===== config.mk =====
export PLATFORM = sky130hd
export DESIGN_NAME = dma_chunker
export DESIGN_NICKNAME = d
export VERILOG_FILES = /design/src/rtl/dma_chunk_pkg.sv /design/src/rtl/dma_chunk_gen.sv /design/src/rtl/dma_pend_track.sv /design/src/rtl/dma_done_track.sv /design/src/rtl/dma_chunker.sv
export SDC_FILE = /design/constraint.sdc
export NUM_CORES = 1
export LEC_CHECK = 0
export ABC_AREA = 1
export BUFFER_PORTS_ARGS = -buffer_cell sky130_fd_sc_hd__buf_2
export CAP_MARGIN = 15
export CORE_ASPECT_RATIO = 0.75
export CORE_MARGIN = 3
export CORE_UTILIZATION = 40
export CTS_CLUSTER_SIZE = 25
export DETAILED_ROUTE_END_ITERATION = 12
export GPL_TIMING_DRIVEN = 0
export HOLD_SLACK_MARGIN = 0.03
export MAX_ROUTING_LAYER = met4
export PLACE_DENSITY = 0.66
export SYNTH_ARGS = -nofsm -noshare
export SYNTH_HDL_FRONTEND = slang
export SYNTH_HIERARCHICAL = 1
export SYNTH_SLANG_ARGS = --single-unit

===== constraint.sdc =====
create_clock -name clk -period 5 [get_ports clk]
set_clock_uncertainty 0.15 [all_clocks]
set_input_delay 0 -clock clk [delete_from_list [all_inputs] [get_ports clk]]
set_output_delay 0 -clock clk [all_outputs]
set_load 0.01 [all_outputs]

===== src/rtl/dma_chunk_pkg.sv =====
// Package: shared types for the chunker. Assumes nothing.
package dma_chunk_pkg;
    // Completion tracker states
    typedef enum logic [1:0] {
        TRK_IDLE = 2'd0,
        TRK_ACC  = 2'd1,
        TRK_WAIT = 2'd2
    } trk_state_e;
endpackage


===== src/rtl/dma_chunk_gen.sv =====
// Splits one command into block-bounded requests, one per cycle.
// Assumes: BLK_BYTES is a power of two, LEN_W >= log2(BLK_BYTES)+1,
// and load is only pulsed while busy is low.
module dma_chunk_gen #(
    parameter int ADDR_W    = 16,
    parameter int LEN_W     = 12,
    parameter int BLK_BYTES = 64,
    localparam int OFS_W    = $clog2(BLK_BYTES),
    localparam int SZ_W     = OFS_W + 1
) (
    input  logic              clk,
    input  logic              rst_n,
    input  logic              load,
    input  logic [ADDR_W-1:0] ld_addr,
    input  logic [LEN_W-1:0]  ld_len,
    input  logic              ld_write,
    output logic              busy,
    output logic [ADDR_W-1:0] out_addr,
    output logic [SZ_W-1:0]   out_size,
    output logic [LEN_W-1:0]  out_offset,
    output logic              out_write
);
    logic              busy_q;
    logic [ADDR_W-1:0] addr_q;
    logic [LEN_W-1:0]  rem_q;
    logic [LEN_W-1:0]  off_q;
    logic              wr_q;
    logic [SZ_W-1:0]   room;

    // Bytes left to the next boundary, and the size of this request
    always_comb begin
        room     = SZ_W'(BLK_BYTES) - SZ_W'(addr_q[OFS_W-1:0]);
        out_size = (rem_q < LEN_W'(room)) ? SZ_W'(rem_q) : room;
    end

    assign busy       = busy_q;
    assign out_addr   = addr_q;
    assign out_offset = off_q;
    assign out_write  = wr_q;

    // Load a command, then step through its requests
    always_ff @(posedge clk) begin
        if (!rst_n) begin
            busy_q <= 1'b0;
            addr_q <= '0;
            rem_q  <= '0;
            off_q  <= '0;
            wr_q   <= 1'b0;
        end else if (load && ld_len != '0) begin
            busy_q <= 1'b1;
            addr_q <= ld_addr;
            rem_q  <= ld_len;
            off_q  <= '0;
            wr_q   <= ld_write;
        end else if (busy_q) begin
            addr_q <= addr_q + ADDR_W'(out_size);
            rem_q  <= rem_q - LEN_W'(out_size);
            off_q  <= off_q + LEN_W'(out_size);
            if (rem_q == LEN_W'(out_size))
                busy_q <= 1'b0;
        end
    end


    chunk_in_block_chk: assert property (@(posedge clk) disable iff (!rst_n)
        busy |-> (out_size != '0 &&
                  (SZ_W'(out_addr[OFS_W-1:0]) + out_size) <= SZ_W'(BLK_BYTES)));

    offset_follows_chk: assert property (@(posedge clk) disable iff (!rst_n)
        (busy && $past(busy)) |->
            out_offset == $past(out_offset) + LEN_W'($past(out_size)));

    addr_follows_chk: assert property (@(posedge clk) disable iff (!rst_n)
        (busy && $past(busy)) |->
            out_addr == $past(out_addr) + ADDR_W'($past(out_size)));
endmodule


===== src/rtl/dma_pend_track.sv =====
// Outstanding-request counter with the drain handshake.
// Assumes: inc rises at most once per cycle, and responses never
// outnumber requests on a correct bus (stray ones are flagged).
module dma_pend_track #(
    parameter int CNT_W = 13
) (
    input  logic             clk,
    input  logic             rst_n,
    input  logic             inc,
    input  logic             rsp_valid,
    input  logic             drain_req,
    output logic [CNT_W-1:0] cnt,
    output logic             stray,
    output logic             drain_idle,
    output logic             drained
);
    logic [CNT_W-1:0] cnt_q;
    logic             drain_pend_q;
    logic             dec;

    // Decrement only when something is outstanding
    always_comb begin
        dec        = rsp_valid && cnt_q != '0;
        stray      = rsp_valid && cnt_q == '0;
        drain_idle = drain_req && cnt_q == '0;
        drained    = drain_pend_q && cnt_q == '0;
    end

    assign cnt = cnt_q;

    // Count requests in and responses back
    always_ff @(posedge clk) begin
        if (!rst_n)
            cnt_q <= '0;
        else if (inc && !dec)
            cnt_q <= cnt_q + 1'b1;
        else if (dec && !inc)
            cnt_q <= cnt_q - 1'b1;
    end

    // Hold a drain request until the counter is empty
    always_ff @(posedge clk) begin
        if (!rst_n)
            drain_pend_q <= 1'b0;
        else if (drained)
            drain_pend_q <= 1'b0;
        else if (drain_req && cnt_q != '0)
            drain_pend_q <= 1'b1;
    end


    no_underflow_chk: assert property (@(posedge clk) disable iff (!rst_n)
        (cnt_q == '0 && !inc) |=> cnt_q == '0);

    drained_pulse_chk: assert property (@(posedge clk) disable iff (!rst_n)
        drained |=> !drained);

    idle_not_drained_chk: assert property (@(posedge clk) disable iff (!rst_n)
        (drain_idle && !drain_pend_q) |=> !drained);
endmodule


===== src/rtl/dma_done_track.sv =====
// Adds up acknowledged bytes and raises completion, at once or after
// a programmed delay. Assumes start only while the tracker is idle.
module dma_done_track
    import dma_chunk_pkg::*;
#(
    parameter int LEN_W = 12,
    parameter int SZ_W  = 7,
    parameter int DLY_W = 4
) (
    input  logic             clk,
    input  logic             rst_n,
    input  logic             start,
    input  logic [LEN_W-1:0] st_len,
    input  logic [DLY_W-1:0] st_delay,
    input  logic             rsp_valid,
    input  logic [SZ_W-1:0]  rsp_size,
    output logic             active,
    output logic             done,
    output logic             ovf
);
    trk_state_e       st_q;
    logic [LEN_W-1:0] total_q;
    logic [LEN_W-1:0] acc_q;
    logic [DLY_W-1:0] dly_q;
    logic [DLY_W-1:0] cnt_q;
    logic [LEN_W:0]   sum;
    logic             hit;

    // Running total and completion decode
    always_comb begin
        sum    = {1'b0, acc_q} + (LEN_W+1)'(rsp_size);
        hit    = st_q == TRK_ACC && rsp_valid && sum == {1'b0, total_q};
        ovf    = st_q == TRK_ACC && rsp_valid && sum > {1'b0, total_q};
        active = st_q != TRK_IDLE;
        done   = (start && st_len == '0) || (hit && dly_q == '0) ||
                 (st_q == TRK_WAIT && cnt_q == DLY_W'(1));
    end

    // Tracker state machine
    always_ff @(posedge clk) begin
        if (!rst_n) begin
            st_q    <= TRK_IDLE;
            total_q <= '0;
            acc_q   <= '0;
            dly_q   <= '0;
            cnt_q   <= '0;
        end else begin
            case (st_q)
                TRK_IDLE: if (start && st_len != '0) begin
                    st_q    <= TRK_ACC;
                    total_q <= st_len;
                    acc_q   <= '0;
                    dly_q   <= st_delay;
                end
                TRK_ACC: begin
                    if (rsp_valid && !ovf)
                        acc_q <= sum[LEN_W-1:0];
                    if (hit) begin
                        st_q  <= (dly_q == '0) ? TRK_IDLE : TRK_WAIT;
                        cnt_q <= dly_q;
                    end
                end
                TRK_WAIT: begin
                    cnt_q <= cnt_q - 1'b1;
                    if (cnt_q == DLY_W'(1))
                        st_q <= TRK_IDLE;
                end
                default: st_q <= TRK_IDLE;
            endcase
        end
    end


    no_overflow_chk: assert property (@(posedge clk) disable iff (!rst_n)
        ovf |-> !hit);

    wait_ends_chk: assert property (@(posedge clk) disable iff (!rst_n)
        (st_q == TRK_WAIT && cnt_q == DLY_W'(1)) |=> st_q == TRK_IDLE);
endmodule


===== src/rtl/dma_chunker.sv =====
// Top: takes one command at a time, emits block-bounded requests,
// tracks outstanding ones and reports completion and drain.
// Assumes: BLK_BYTES is a power of two and LEN_W > log2(BLK_BYTES).
module dma_chunker #(
    parameter int ADDR_W    = 16,
    parameter int LEN_W     = 12,
    parameter int BLK_BYTES = 64,
    parameter int DLY_W     = 4,
    localparam int SZ_W     = $clog2(BLK_BYTES) + 1,
    localparam int CNT_W    = LEN_W + 1
) (
    input  logic              clk,
    input  logic              rst_n,
    input  logic              cmd_valid,
    output logic              cmd_ready,
    input  logic [ADDR_W-1:0] cmd_addr,
    input  logic [LEN_W-1:0]  cmd_len,
    input  logic              cmd_write,
    input  logic [DLY_W-1:0]  cmd_delay,
    output logic              chk_valid,
    output logic [ADDR_W-1:0] chk_addr,
    output logic [SZ_W-1:0]   chk_size,
    output logic [LEN_W-1:0]  chk_offset,
    output logic              chk_write,
    input  logic              rsp_valid,
    input  logic [SZ_W-1:0]   rsp_size,
    output logic              done,
    output logic              rsp_err,
    output logic [CNT_W-1:0]  pend_cnt,
    input  logic              drain_req,
    output logic              drain_idle,
    output logic              drained
);
    logic gen_busy;
    logic trk_active;
    logic accept;
    logic ovf;
    logic stray;

    // One command at a time: accept only when fully idle
    assign cmd_ready = !gen_busy && !trk_active;
    assign accept    = cmd_valid && cmd_ready;
    assign chk_valid = gen_busy;
    assign rsp_err   = ovf || stray;

    dma_chunk_gen #(
        .ADDR_W(ADDR_W), .LEN_W(LEN_W), .BLK_BYTES(BLK_BYTES)
    ) gen_i (
        .clk(clk), .rst_n(rst_n), .load(accept),
        .ld_addr(cmd_addr), .ld_len(cmd_len), .ld_write(cmd_write),
        .busy(gen_busy), .out_addr(chk_addr), .out_size(chk_size),
        .out_offset(chk_offset), .out_write(chk_write)
    );

    dma_pend_track #(.CNT_W(CNT_W)) pend_i (
        .clk(clk), .rst_n(rst_n), .inc(gen_busy), .rsp_valid(rsp_valid),
        .drain_req(drain_req), .cnt(pend_cnt), .stray(stray),
        .drain_idle(drain_idle), .drained(drained)
    );

    dma_done_track #(.LEN_W(LEN_W), .SZ_W(SZ_W), .DLY_W(DLY_W)) done_i (
        .clk(clk), .rst_n(rst_n), .start(accept), .st_len(cmd_len),
        .st_delay(cmd_delay), .rsp_valid(rsp_valid), .rsp_size(rsp_size),
        .active(trk_active), .done(done), .ovf(ovf)
    );


    busy_blocks_cmd_chk: assert property (@(posedge clk) disable iff (!rst_n)
        chk_valid |-> !cmd_ready);

    zero_len_no_chunk_chk: assert property (@(posedge clk) disable iff (!rst_n)
        (accept && cmd_len == '0) |=> !chk_valid);
endmodule


[Word-level counts from Yosys, hierarchy flattened]
Cells that the tools add are included.
W data, S select, Z words.
Storage, ports and cells
  bits in registers: 90
  output and inout port bits: 55
  logic and storage cells: 93
Cells by class
  add/subtract/negate cells: 8
  order comparisons: 2
  equal/unequal tests: 9
  multiplexer cells: 20
  bitwise operators: 1
  reduce and logical (&&, ||, !) cells: 41
Operators with widths (number)
  $mux W12: 4
  $mux W16: 2
  $mux W13: 2
  $pmux W12 S2: 1
  $logic_and A1 B1 Y1: 17
  $add A16 B7 Y16: 1
  $add A12 B7 Y13: 1
  $add A13 B1 Y13 const B: 1
  $eq A13 B12 Y1: 1
  $gt A13 B12 Y1: 1
  $logic_not A13 Y1: 1
  $reduce_bool A13 Y1: 1
  $sub A13 B1 Y13 const B: 1
  $add A12 B7 Y12: 1
  $eq A12 B7 Y1: 1
  $logic_not A12 Y1: 1
  $lt A12 B7 Y1: 1
  $reduce_bool A12 Y1: 1
  $sub A12 B7 Y12: 1
  $reduce_bool A2 Y1: 5
  $mux W2: 4
  $pmux W4 S2: 1
  $mux W7: 1
  $sub A7 B6 Y7 const A: 1
  other kinds (17): 29

[Depth between registers and ports, before layout]
Gate-level depths: netlist of run 1.
  depth after elaboration: 7
  mapped depth: 33

[Cells and area by module]
The synthesis of run 1 kept the hierarchy.
Modules (own cells, without submodules)
  dma_chunk_gen: times used 1, cells each 523, area each 3414.5 sq um
  dma_done_track: times used 1, cells each 342, area each 2313.5 sq um
  dma_pend_track: times used 1, cells each 226, area each 1325.0 sq um
  dma_chunker: times used 1, cells each 7, area each 28.8 sq um

[Worst setup path before layout of run 1]
Ideal clock, no wire load.
  path kind: reg2reg
  start point: reg gen_i.addr_q[1], in the netlist gen_i/out_addr[1]
  end point: reg gen_i.addr_q[14], in the netlist gen_i/out_addr[14]
  setup time: 0.074 ns
  arrival time: 4.827 ns
  data required time: 4.776 ns
  setup slack: -0.051 ns
  stages on the path, launching flop included: 31
  clock period less this slack: 5.051 ns
  cells stage by stage: dfxtp_1 > inv_1 > ha_1 > nand3_1 > xor2_1 > inv_1 > ha_1 > nand2_1 > nor2_1 > nand4_2 > nand3_4 > buf_6 > clkbuf_1 > o21ai_0 > ha_1 > inv_1 > fa_1 > inv_1 > nand2_1 > nand2_1 > a21oi_1 > o21ai_0 > nand2_1 > a21boi_0 > nand3_1 > nor2_1 > nand2_1 > nor2_1 > xor2_1 > nand2_1 > a31oi_1
On the way
  cells in the longest elaborated chain, start to end: 6
Ends and longest elaborated chain
  start, declared: line dma_chunk_gen.sv:24  | logic [ADDR_W-1:0] addr_q;
  start signal, assigned: line dma_chunk_gen.sv:51  | addr_q <= ld_addr;
  start signal, assigned: line dma_chunk_gen.sv:56  | addr_q <= addr_q + ADDR_W'(out_size);
  $sub A7 B6 Y7: line dma_chunk_gen.sv:32  | room = SZ_W'(BLK_BYTES) - SZ_W'(addr_q[OFS_W-1:0]);
  $lt A12 B7 Y1: line dma_chunk_gen.sv:33  | out_size = (rem_q < LEN_W'(room)) ? SZ_W'(rem_q) : room;
  $mux W7: line dma_chunk_gen.sv:33
  via chk_size[0]: line dma_chunker.sv:22  | output logic [SZ_W-1:0] chk_size,
  $add A16 B7 Y16: line dma_chunk_gen.sv:56
  $mux W16: line dma_chunk_gen.sv:55  | end else if (busy_q) begin
  $mux W16: line dma_chunk_gen.sv:49  | end else if (load && ld_len != '0) begin
The timed path passes the listed nets, and every way through them passes these cells. The select of a mux whose other input is x is not followed.
A chain may end at the register's enable or synchronous reset.

[Worst setup path in the final report of run 1]
  start point: reg gen_i.addr_q[0], in the netlist gen_i/out_addr[0]
  end point: reg gen_i.addr_q[14], in the netlist gen_i/out_addr[14]
On the way
  cells in the longest elaborated chain, start to end: 6
Ends and longest elaborated chain (line)
  $sub A7 B6 Y7: dma_chunk_gen.sv:32
  $lt A12 B7 Y1: dma_chunk_gen.sv:33
  $mux W7: dma_chunk_gen.sv:33
  $add A16 B7 Y16 (*): dma_chunk_gen.sv:56
  $mux W16 (*): dma_chunk_gen.sv:55
  $mux W16 (*): dma_chunk_gen.sv:49
Every way passes the cells marked *; elsewhere a longest branch is shown, timed or not. The select of a mux whose other input is x is not followed.

==> impl_metrics.json, run 1 <==
{
  "status": "complete, no violations",
  "nFillCells": 1758,
  "drive_gt1_frac": 0.160,
  "core_area_mm2": 0.0171,
  "ys_async_sr_fraction": 0,
  "fin_crit_ns": 4.64,
  "dr.pass1.iters": 5,
  "arrival_ns": 4.75,
  "drcViolationCount": 0,
  "grt_pass1_wl_mm": 34.1,
  "synth_fp_nets": 1204,
  "synth_simple_gate_area_frac": 0.337,
  "synth-xor-area-share": 0.0408,
  "yosysSeqAreaShare": 0.254,
  "wl_mm": 20.9,
  "layoutNonFillerInstCount": 1495,
  "cts_tree": "done",
  "first_global_vias": 6715,
  "finalSetupViolations": 0,
  "place_congestion": 0.908,
  "syn-cell-area_mm2": 0.00708,
  "setup_slack_ns": 0.363,
  "synth_most_common_cell": "nand2_1",
  "die_h_um": 121,
  "yosys-top-cells-count": "nand2_1 (257), inv_1 (184), nor2_1 (118)",
  "hold_viol": 0,
  "hold_class": "in2reg",
  "cpPeakStageDelay_ns": 0.43,
  "fmax_ghz": 0.216,
  "ys_ff_latch": 90,
  "port_buffers": 99,
  "cpMostUsedCell": "nand2_1",
  "num_rows": 41,
  "place_hpwl_mm": 16.0,
  "vias": 7503,
  "dp_cells": 1433,
  "timing.setup.tns_ns": 0,
  "diodes": 0,
  "grtUsageTotal": 0.222,
  "drv_slew": 0,
  "synth_enable_flop_cells": 0,
  "grt_max_degree": 14,
  "yosysUniqueCellTypes": 52,
  "htree_levels": 3,
  "wl_per_cell_um": 14.0,
  "clk_path_buf_depth": 2,
  "cts_inserted_buffers": 9,
  "peakVddDrop_mv": 0.325,
  "synthCells": 1098,
  "p_per_area_mw_per_mm2": 622,
  "pre_cts_slack_ns": -0.931,
  "ff2ff_setup_slack_ns": 0.36,
  "grt.overflow.total": 0,
  "yosys_warnings": 6,
  "insertion_delay_ns": 0.34,
  "syn_avg_cell_area_um2": 6.45,
  "first_iter_violations": 576,
  "rsz0062_at_grt": "false",
  "root_buffer": "clkbuf_16",
  "critical_path_peak_fanout": 10,
  "crit_type": "reg2reg",
  "area_growth_syn_to_layout_pct": 23.2,
  "worstMarginPinSlew_ns": 0.781,
  "maxCapViolCount": 0,
  "leakage_nw": 4.39,
  "worstSetupStartpointType": "flip-flop",
  "die-area_mm2": 0.0194,
  "synth_top_area_share": 0.254,
  "synthFlopType": "dfxtp_1",
  "nNetsFinal": 1362,
  "die_x_um": 160,
  "synth_top_cell_by_area": "dfxtp_1",
  "maxSlewHeadroom": 0.474,
  "cts_num_sinks": 90,
  "worst_path_max_delay_cell": "dfxtp_2",
  "ioPinCount": 100,
  "synth_compound_area_frac": 0.137,
  "yosys.area_share.adder": 0.113,
  "antenna_found_initial": 0,
  "synthMuxAreaShare": 0,
  "end_kind": "flip-flop",
  "antenna_left": 0,
  "synth_top_family_by_area": "simple AND/OR/NAND/NOR gates",
  "critical_path_required_ns": 5.11,
  "initial_core_util": 0.415,
  "holdWs_ns": 0.108,
  "clk_pin_slew_worst_paths_ns": 0.07,
  "viasPerCell": 5.02,
  "synth.top_cells.by_area": "dfxtp_1 (25%), nand2_1 (14%), ha_1 (9.9%)",
  "min_period_over_period": 0.927
}
cells by family (layout without fill, tap and decap cells):
group                    Yosys count  after routing
AO/OA/AOI/OAI                    173            173
XOR/XNOR                          33             33
adder cells (fa/ha/maj)           61             61
buffers and inverters            214            375
flip-flops                        90             90
AND/OR/NAND/NOR                  527            527
critical path: cells and delay by family, from the launching register on:
| kind | cells | cell delay, ns |
|---|---|---|
| AO/OA/AOI/OAI | 5 | 0.70 |
| XOR/XNOR | 2 | 0.34 |
| adder cells (fa/ha/maj) | 4 | 1.00 |
| buffers and inverters | 6 | 0.60 |
| flip-flops | 1 | 0.43 |
| AND/OR/NAND/NOR | 14 | 1.36 |
routing by layer:
metal | track usage | up-vias | part of all wire
li1 | - | 3837 | -
met1 | 0.318 | 3391 | 0.49
met2 | 0.331 | 248 | 0.43
met3 | 0.0341 | 27 | 0.059
met4 | 0.0536 | 0 | 0.016
met5 | - | - | 0
area by class of cell:
cell class,instances,area [µm²],share of cell area
multi-input combinational,794,4560,0.522
sequential,90,1810,0.207
timing repair buffer,147,953,0.109
inverter,191,719,0.0825
tap,236,295,0.0338
clock buffer,11,243,0.0278
buffer,23,133,0.0152
clock inverter,3,17.5,0.00201
cell usage in the layout (no fill, tap or decap), drive strengths merged, types with 39 or more instances in the layout:
master | synthesis | layout
inv | 186 | 186
nand2 | 279 | 279
ha | 56 | 56
nor2 | 125 | 125
a21oi | 74 | 74
o21ai | 67 | 67
dfxtp | 90 | 90
dlygate4sd3 | 0 | 39
nand3 | 74 | 74
buf | 8 | 117
flip-flops by register name, summed over array words and instances, names as in the netlist:
name	cells
gen_i/out_write	1
done_i/st_q	2
done_i/dly_q	4
done_i/acc_q	12
gen_i/out_addr	16
gen_i/out_offset	12
done_i/total_q	12
done_i/cnt_q	4
pend_i/cnt	13
gen_i/rem_q	12
pend_i/drain_pend_q	1
gen_i/busy	1
worst paths after layout:
| check | depth (start not counted) | startpoint | end |
|---|---|---|---|
| setup reg to reg | 31 | gen_i/out_addr[0]$_SDFFE_PN0P_ | gen_i/out_addr[14]$_SDFFE_PN0P_ |
| hold reg to reg | 2 | done_i/total_q[2]$_SDFFE_PN0P_ | done_i/total_q[2]$_SDFFE_PN0P_ |
| setup / recovery | 31 | gen_i/out_addr[0]$_SDFFE_PN0P_ | gen_i/out_addr[14]$_SDFFE_PN0P_ |
| hold / removal | 6 | rsp_valid | done_i/acc_q[7]$_SDFFE_PN0P_ |
what timing repair did:
action,4_1_cts,5_1_grt
setup buffers,4,5
endpoints found under the setup margin,11,7
gates resized for setup,18,19
endpoints found under the hold margin,51,0
hold buffers,39,0
pin swaps,4,6
where the power goes:
part           switching [mW]  internal (mW)
Clock                   0.285          0.344
Sequential              0.192          0.897
Combinational            2.31           1.40
metrics by stage:
| stage | area, µm² | util | power (mW) |
|---|---|---|---|
| floorplan | 7080 | - | 3.71 |
| global placement | 7870 | 0.461 | 4.50 |
| CTS | 8610 | 0.504 | 5.32 |
| global route | 8720 | 0.511 | 6.00 |
| finish | 8720 | 0.511 | 5.43 |
| detailed placement | 7870 | 0.461 | 4.56 |
No activity file was read; power rests on OpenSTA's default activity.
==> run 2: changes to the inputs <==
--- a/config.mk
+++ b/config.mk
@@ -17,6 +17,7 @@
 export HOLD_SLACK_MARGIN = 0.03
 export MAX_ROUTING_LAYER = met4
 export PLACE_DENSITY = 0.66
+export RECOVER_POWER = 50
 export SYNTH_ARGS = -nofsm -noshare
 export SYNTH_HDL_FRONTEND = slang
 export SYNTH_HIERARCHICAL = 1
==> impl_metrics.json, run 2 (synthesis gave the netlist of run 1 again) <==
{
  "min_period_over_period": 0.925,
  "place_hpwl_mm": 16.0,
  "fmax_ghz": 0.216,
  "drive_gt1_frac": 0.119,
  "arrival_ns": 4.74,
  "power.share.clock": 0.117,
  "status": "complete, no violations",
  "p_sw_mw": 2.79,
  "clk_path_buf_depth": 2,
  "largest_reg_flops": 16,
  "worst_path_max_delay_cell": "dfxtp_4",
  "maxCapViolCount": 0,
  "die_x_um": 160,
  "ioPinCount": 100,
  "diodes": 0,
  "nNetsFinal": 1362,
  "root_buffer": "clkbuf_16",
  "wl_mm": 21.0,
  "first_iter_violations": 535,
  "worstSetupStartpointType": "flip-flop",
  "viasPerCell": 5.02,
  "nFillCells": 1791,
  "finalSetupViolations": 0,
  "hold_class": "in2reg",
  "antenna_found_initial": 0,
  "drcViolationCount": 0,
  "layoutNonFillerInstCount": 1495,
  "grt.overflow.total": 0,
  "insertion_delay_ns": 0.34,
  "worstMarginPinSlew_ns": 0.815,
  "wl_per_cell_um": 14.0,
  "combPwrFrac": 0.681,
  "fin_crit_ns": 4.63,
  "critical_path_peak_fanout": 10,
  "antenna_left": 0,
  "p_seq_frac": 0.202,
  "cts_tree": "done",
  "layout.cells.most_common": "nand2_1",
  "port_buffers": 99,
  "die-area_mm2": 0.0194,
  "maxSlewHeadroom": 0.451,
  "internal_power_mw": 2.60,
  "cts_inserted_buffers": 9,
  "place_congestion": 0.908,
  "initial_core_util": 0.415,
  "final_cell_mix": "nand2_1 (257), inv_1 (182), nor2_1 (116)",
  "critical_path_required_ns": 5.12,
  "grt_max_degree": 14,
  "peakVddDrop_mv": 0.319,
  "grt_pass1_wl_mm": 34.1,
  "worst_path_dominant_cell_family": "simple AND/OR/NAND/NOR gates",
  "swShare": 0.518,
  "rsz0062_at_grt": "false",
  "vias": 7510,
  "first_global_vias": 6715,
  "postPlaceCellArea_mm2": 0.00787,
  "cpMostUsedCell": "nand2_1",
  "drv_slew": 0,
  "cpPeakStageDelay_ns": 0.38,
  "leakage_nw": 4.19,
  "num_rows": 41,
  "crit_buf_inv": 7,
  "design_area_mm2": 0.00864,
  "die_h_um": 121,
  "cts_num_sinks": 90,
  "htree_levels": 3,
  "area_growth_syn_to_layout_pct": 22.0,
  "end_kind": "flip-flop",
  "core_area_mm2": 0.0171,
  "p_per_area_mw_per_mm2": 624,
  "hold_viol": 0,
  "dp_cells": 1433,
  "clk_pin_slew_worst_paths_ns": 0.06,
  "dr.pass1.iters": 5,
  "grtUsageTotal": 0.222,
  "crit_type": "reg2reg",
  "timing.setup.tns_ns": 0
}
## run 2: changes by cell type in the layout (fill, tap and decap cells not counted), sizes merged
cell,change
buf,-49
clkbuf,+49
## run 2: final timing paths
| check | depth (start not counted) | from | slack [ns] | endpoint |
|---|---|---|---|---|
| max | 33 | gen_i/out_addr[1]$_SDFFE_PN0P_ | 0.37 | gen_i/out_addr[14]$_SDFFE_PN0P_ |
| min | 6 | rsp_valid | 0.11 | done_i/acc_q[7]$_SDFFE_PN0P_ |
| max reg2reg | 33 | gen_i/out_addr[1]$_SDFFE_PN0P_ | 0.37 | gen_i/out_addr[14]$_SDFFE_PN0P_ |
| min reg2reg | 2 | done_i/total_q[2]$_SDFFE_PN0P_ | 0.32 | done_i/total_q[2]$_SDFFE_PN0P_ |
## run 2: layout make-up
| type | instances | area, µm² | area share |
|---|---|---|---|
| multi-input combinational | 794 | 4540 | 0.526 |
| sequential | 90 | 1810 | 0.209 |
| timing repair buffer | 147 | 895 | 0.104 |
| inverter | 191 | 719 | 0.0832 |
| tap | 236 | 295 | 0.0342 |
| clock buffer | 11 | 243 | 0.0281 |
| buffer | 23 | 121 | 0.0140 |
| clock inverter | 3 | 17.5 | 0.00203 |
## run 2: stage by stage
stage | power, mW | hold WS, ns | utilization | setup slack [ns]
after floorplan | 3.71 | -0.0414 | - | 0.0201
after global placement | 4.50 | 0.0923 | 0.461 | -0.931
after detailed placement | 4.56 | 0.106 | 0.461 | -0.931
after CTS | 5.32 | 0.107 | 0.504 | 0.00645
after global routing | 5.96 | 0.168 | 0.506 | 0.0125
final | 5.39 | 0.110 | 0.506 | 0.374
## run 2: tightest hold or removal path: stages
cell     delay, ns
buf_2         0.12
inv_1         0.09
nor2_2        0.07
nand2_4       0.13
a21oi_1       0.08
nor2_1        0.08
## run 2: power groups by stage
stage / combinational [mW] / sequential (mW) / clock, mW
after floorplan: 2.63 / 1.08 / 0
after global placement: 3.41 / 1.09 / 0
after detailed placement: 3.47 / 1.09 / 0
after CTS: 3.59 / 1.08 / 0.653
after global routing: 4.18 / 1.11 / 0.673
final: 3.67 / 1.09 / 0.630
## run 2: metal layers
metal	share of wire	GRT usage
met1	0.49	0.318
met2	0.43	0.331
met3	0.063	0.0341
met4	0.017	0.0536
met5	0	-
## run 2: what timing repair did
action	CTS	global route
resized for setup	18	19
setup endpoints to repair	11	7
setup buffers	4	5
pin swaps	4	6
endpoints found under the hold margin	51	0
hold buffers	39	0
gates cloned	0	0
==> run 3: changes to the inputs <==
--- a/config.mk
+++ b/config.mk
@@ -6,17 +6,17 @@
 export NUM_CORES = 1
 export LEC_CHECK = 0
 export ABC_AREA = 1
-export BUFFER_PORTS_ARGS = -buffer_cell sky130_fd_sc_hd__buf_2
 export CAP_MARGIN = 15
 export CORE_ASPECT_RATIO = 0.75
 export CORE_MARGIN = 3
 export CORE_UTILIZATION = 40
 export CTS_CLUSTER_SIZE = 25
 export DETAILED_ROUTE_END_ITERATION = 12
+export DONT_BUFFER_PORTS = 1
 export GPL_TIMING_DRIVEN = 0
 export HOLD_SLACK_MARGIN = 0.03
 export MAX_ROUTING_LAYER = met4
-export PLACE_DENSITY = 0.66
+export PLACE_DENSITY = 0.61
 export RECOVER_POWER = 50
 export SYNTH_ARGS = -nofsm -noshare
 export SYNTH_HDL_FRONTEND = slang
==> impl_metrics.json, run 3 (synthesis gave the netlist of run 1 again) <==
{
  "viasPerCell": 4.97,
  "dr.pass1.iters": 4,
  "fmax_ghz": 0.212,
  "fin_crit_ns": 4.72,
  "drcViolationCount": 0,
  "maxCapViolCount": 0,
  "ioPinCount": 100,
  "antenna_left": 0,
  "worstSetupStartpointType": "flip-flop",
  "critical_path_required_ns": 5.12,
  "clk_path_buf_depth": 2,
  "diodes": 0,
  "die_h_um": 121,
  "worstMarginPinSlew_ns": 0.966,
  "peakVddDrop_mv": 0.261,
  "grt.overflow.total": 0,
  "vias": 6956,
  "insertion_delay_ns": 0.35,
  "min_period_over_period": 0.943,
  "ff2ff_setup_slack_ns": 0.28,
  "clk_pin_slew_worst_paths_ns": 0.07,
  "status": "complete, no violations",
  "hold_viol": 0,
  "arrival_ns": 4.84,
  "root_buffer": "clkbuf_16",
  "largest_reg_flops": 16,
  "hp-start": "rsp_valid",
  "crit_start": "gen_i/out_addr[0]$_SDFFE_PN0P_",
  "die-area_mm2": 0.0194,
  "crit_type": "reg2reg",
  "place_congestion": 0.891,
  "initial_core_util": 0.415,
  "hold_class": "in2out",
  "r2r-end": "gen_i/out_addr[14]$_SDFFE_PN0P_",
  "htree_levels": 3,
  "grtUsageTotal": 0.212,
  "final_core_utilization": 0.487,
  "finalSetupViolations": 0,
  "die_x_um": 160,
  "grt_max_degree": 16,
  "first_global_vias": 6241,
  "port_buffers": 0,
  "grt_pass1_wl_mm": 32.3,
  "drive_gt1_frac": 0.0858,
  "wl_mm": 20.3,
  "cts_tree": "done",
  "place_hpwl_mm": 15.5,
  "leakage_nw": 3.98,
  "core_area_mm2": 0.0171,
  "cts_num_sinks": 90,
  "end_kind": "flip-flop",
  "area_growth_syn_to_layout_pct": 17.6,
  "cts_inserted_buffers": 9,
  "antenna_found_initial": 0,
  "finalPower_mw": 5.38,
  "first_iter_violations": 406,
  "cpMostUsedCell": "nand2_1",
  "num_rows": 41,
  "worst_path_max_delay_cell": "dfxtp_4",
  "final_cell_mix": "nand2_1 (258), inv_1 (181), nor2_1 (116)",
  "drv_slew": 0,
  "maxSlewHeadroom": 0.349,
  "reg2reg_depth": 33,
  "cpPeakStageDelay_ns": 0.40,
  "layout.cells.most_common": "nand2_1",
  "critical_path_peak_fanout": 10,
  "wl_per_cell_um": 14.5,
  "crit_end": "gen_i/out_addr[14]$_SDFFE_PN0P_",
  "p_per_area_mw_per_mm2": 646,
  "regToRegStartpoint": "gen_i/out_addr[0]$_SDFFE_PN0P_",
  "nNetsFinal": 1266
}
## run 3: cell count changes in the layout (fill, tap and decap cells not counted), sizes merged
cell         before  now
buf              68   12
clkbuf           74   28
dlygate4sd3      39   44
bufinv            0    2
clkinv            7    8
clkinvlp          1    0
inv             186  187
## run 3: power breakdown
part / internal (mW) / switching [mW]
Sequential: 0.898 / 0.248
Clock: 0.453 / 0.302
Combinational: 1.29 / 2.19
Total: 2.64 / 2.74
## run 3: worst min path at each step
stage / end / slack [ns] / cells after the start
after CTS: done_i/acc_q[2]$_SDFFE_PN0P_ / 0.07 / 6
after global routing: rsp_err / 0.14 / 3
after floorplan: drain_idle / -0.04 / 2
final: rsp_err / 0.09 / 3
after detailed placement: drain_idle / -0.03 / 2
after global placement: drain_idle / -0.03 / 2
## run 3: critical path, delay by kind of cell (launching register included)
| family | cells | cell delay, ns |
|---|---|---|
| compound gates | 5 | 0.73 |
| xor+xnor | 1 | 0.15 |
| fa+ha+maj | 4 | 0.96 |
| buf+inv | 7 | 0.63 |
| flops | 1 | 0.40 |
| simple gates | 16 | 1.59 |
## run 3: area by class of cell
type	instances	area, µm²
well taps	236	295
flip-flops and latches	90	1810
inverters	191	724
fillers	1738	8760
clock inverters	6	87.6
clock buffers	10	239
multi-input cells	794	4550
plain buffers	23	123
repair buffers	51	493
## run 3: timing repair
item                       CTS  global route
buffers inserted             2             5
hold endpoints to repair    64             0
resized for setup           20            22
hold buffers                44             0
pin swaps                    4            11
setup endpoints to repair   29             7
## run 3: layer usage
metal  global-route usage  routed length (µm)
met3               0.0549                1130
met5                    -                   0
met2                0.312                8470
met4               0.0459                 295
met1                0.295               10400
## run 3: stage by stage
step / area [µm²] / setup WS (ns) / setup TNS (ns) / instances / hold slack, ns
after floorplan: 7080 / 0.0201 / 0 / 1098 / -0.0414
after global placement: 7380 / -1.29 / -9.56 / 1334 / -0.0337
after detailed placement: 7380 / -1.28 / -9.63 / 1334 / -0.0306
after CTS: 8220 / 0.0246 / 0 / 1396 / 0.0736
after global routing: 8330 / -0.0207 / -0.0207 / 1401 / 0.142
final: 8330 / 0.283 / 0 / 1401 / 0.0931
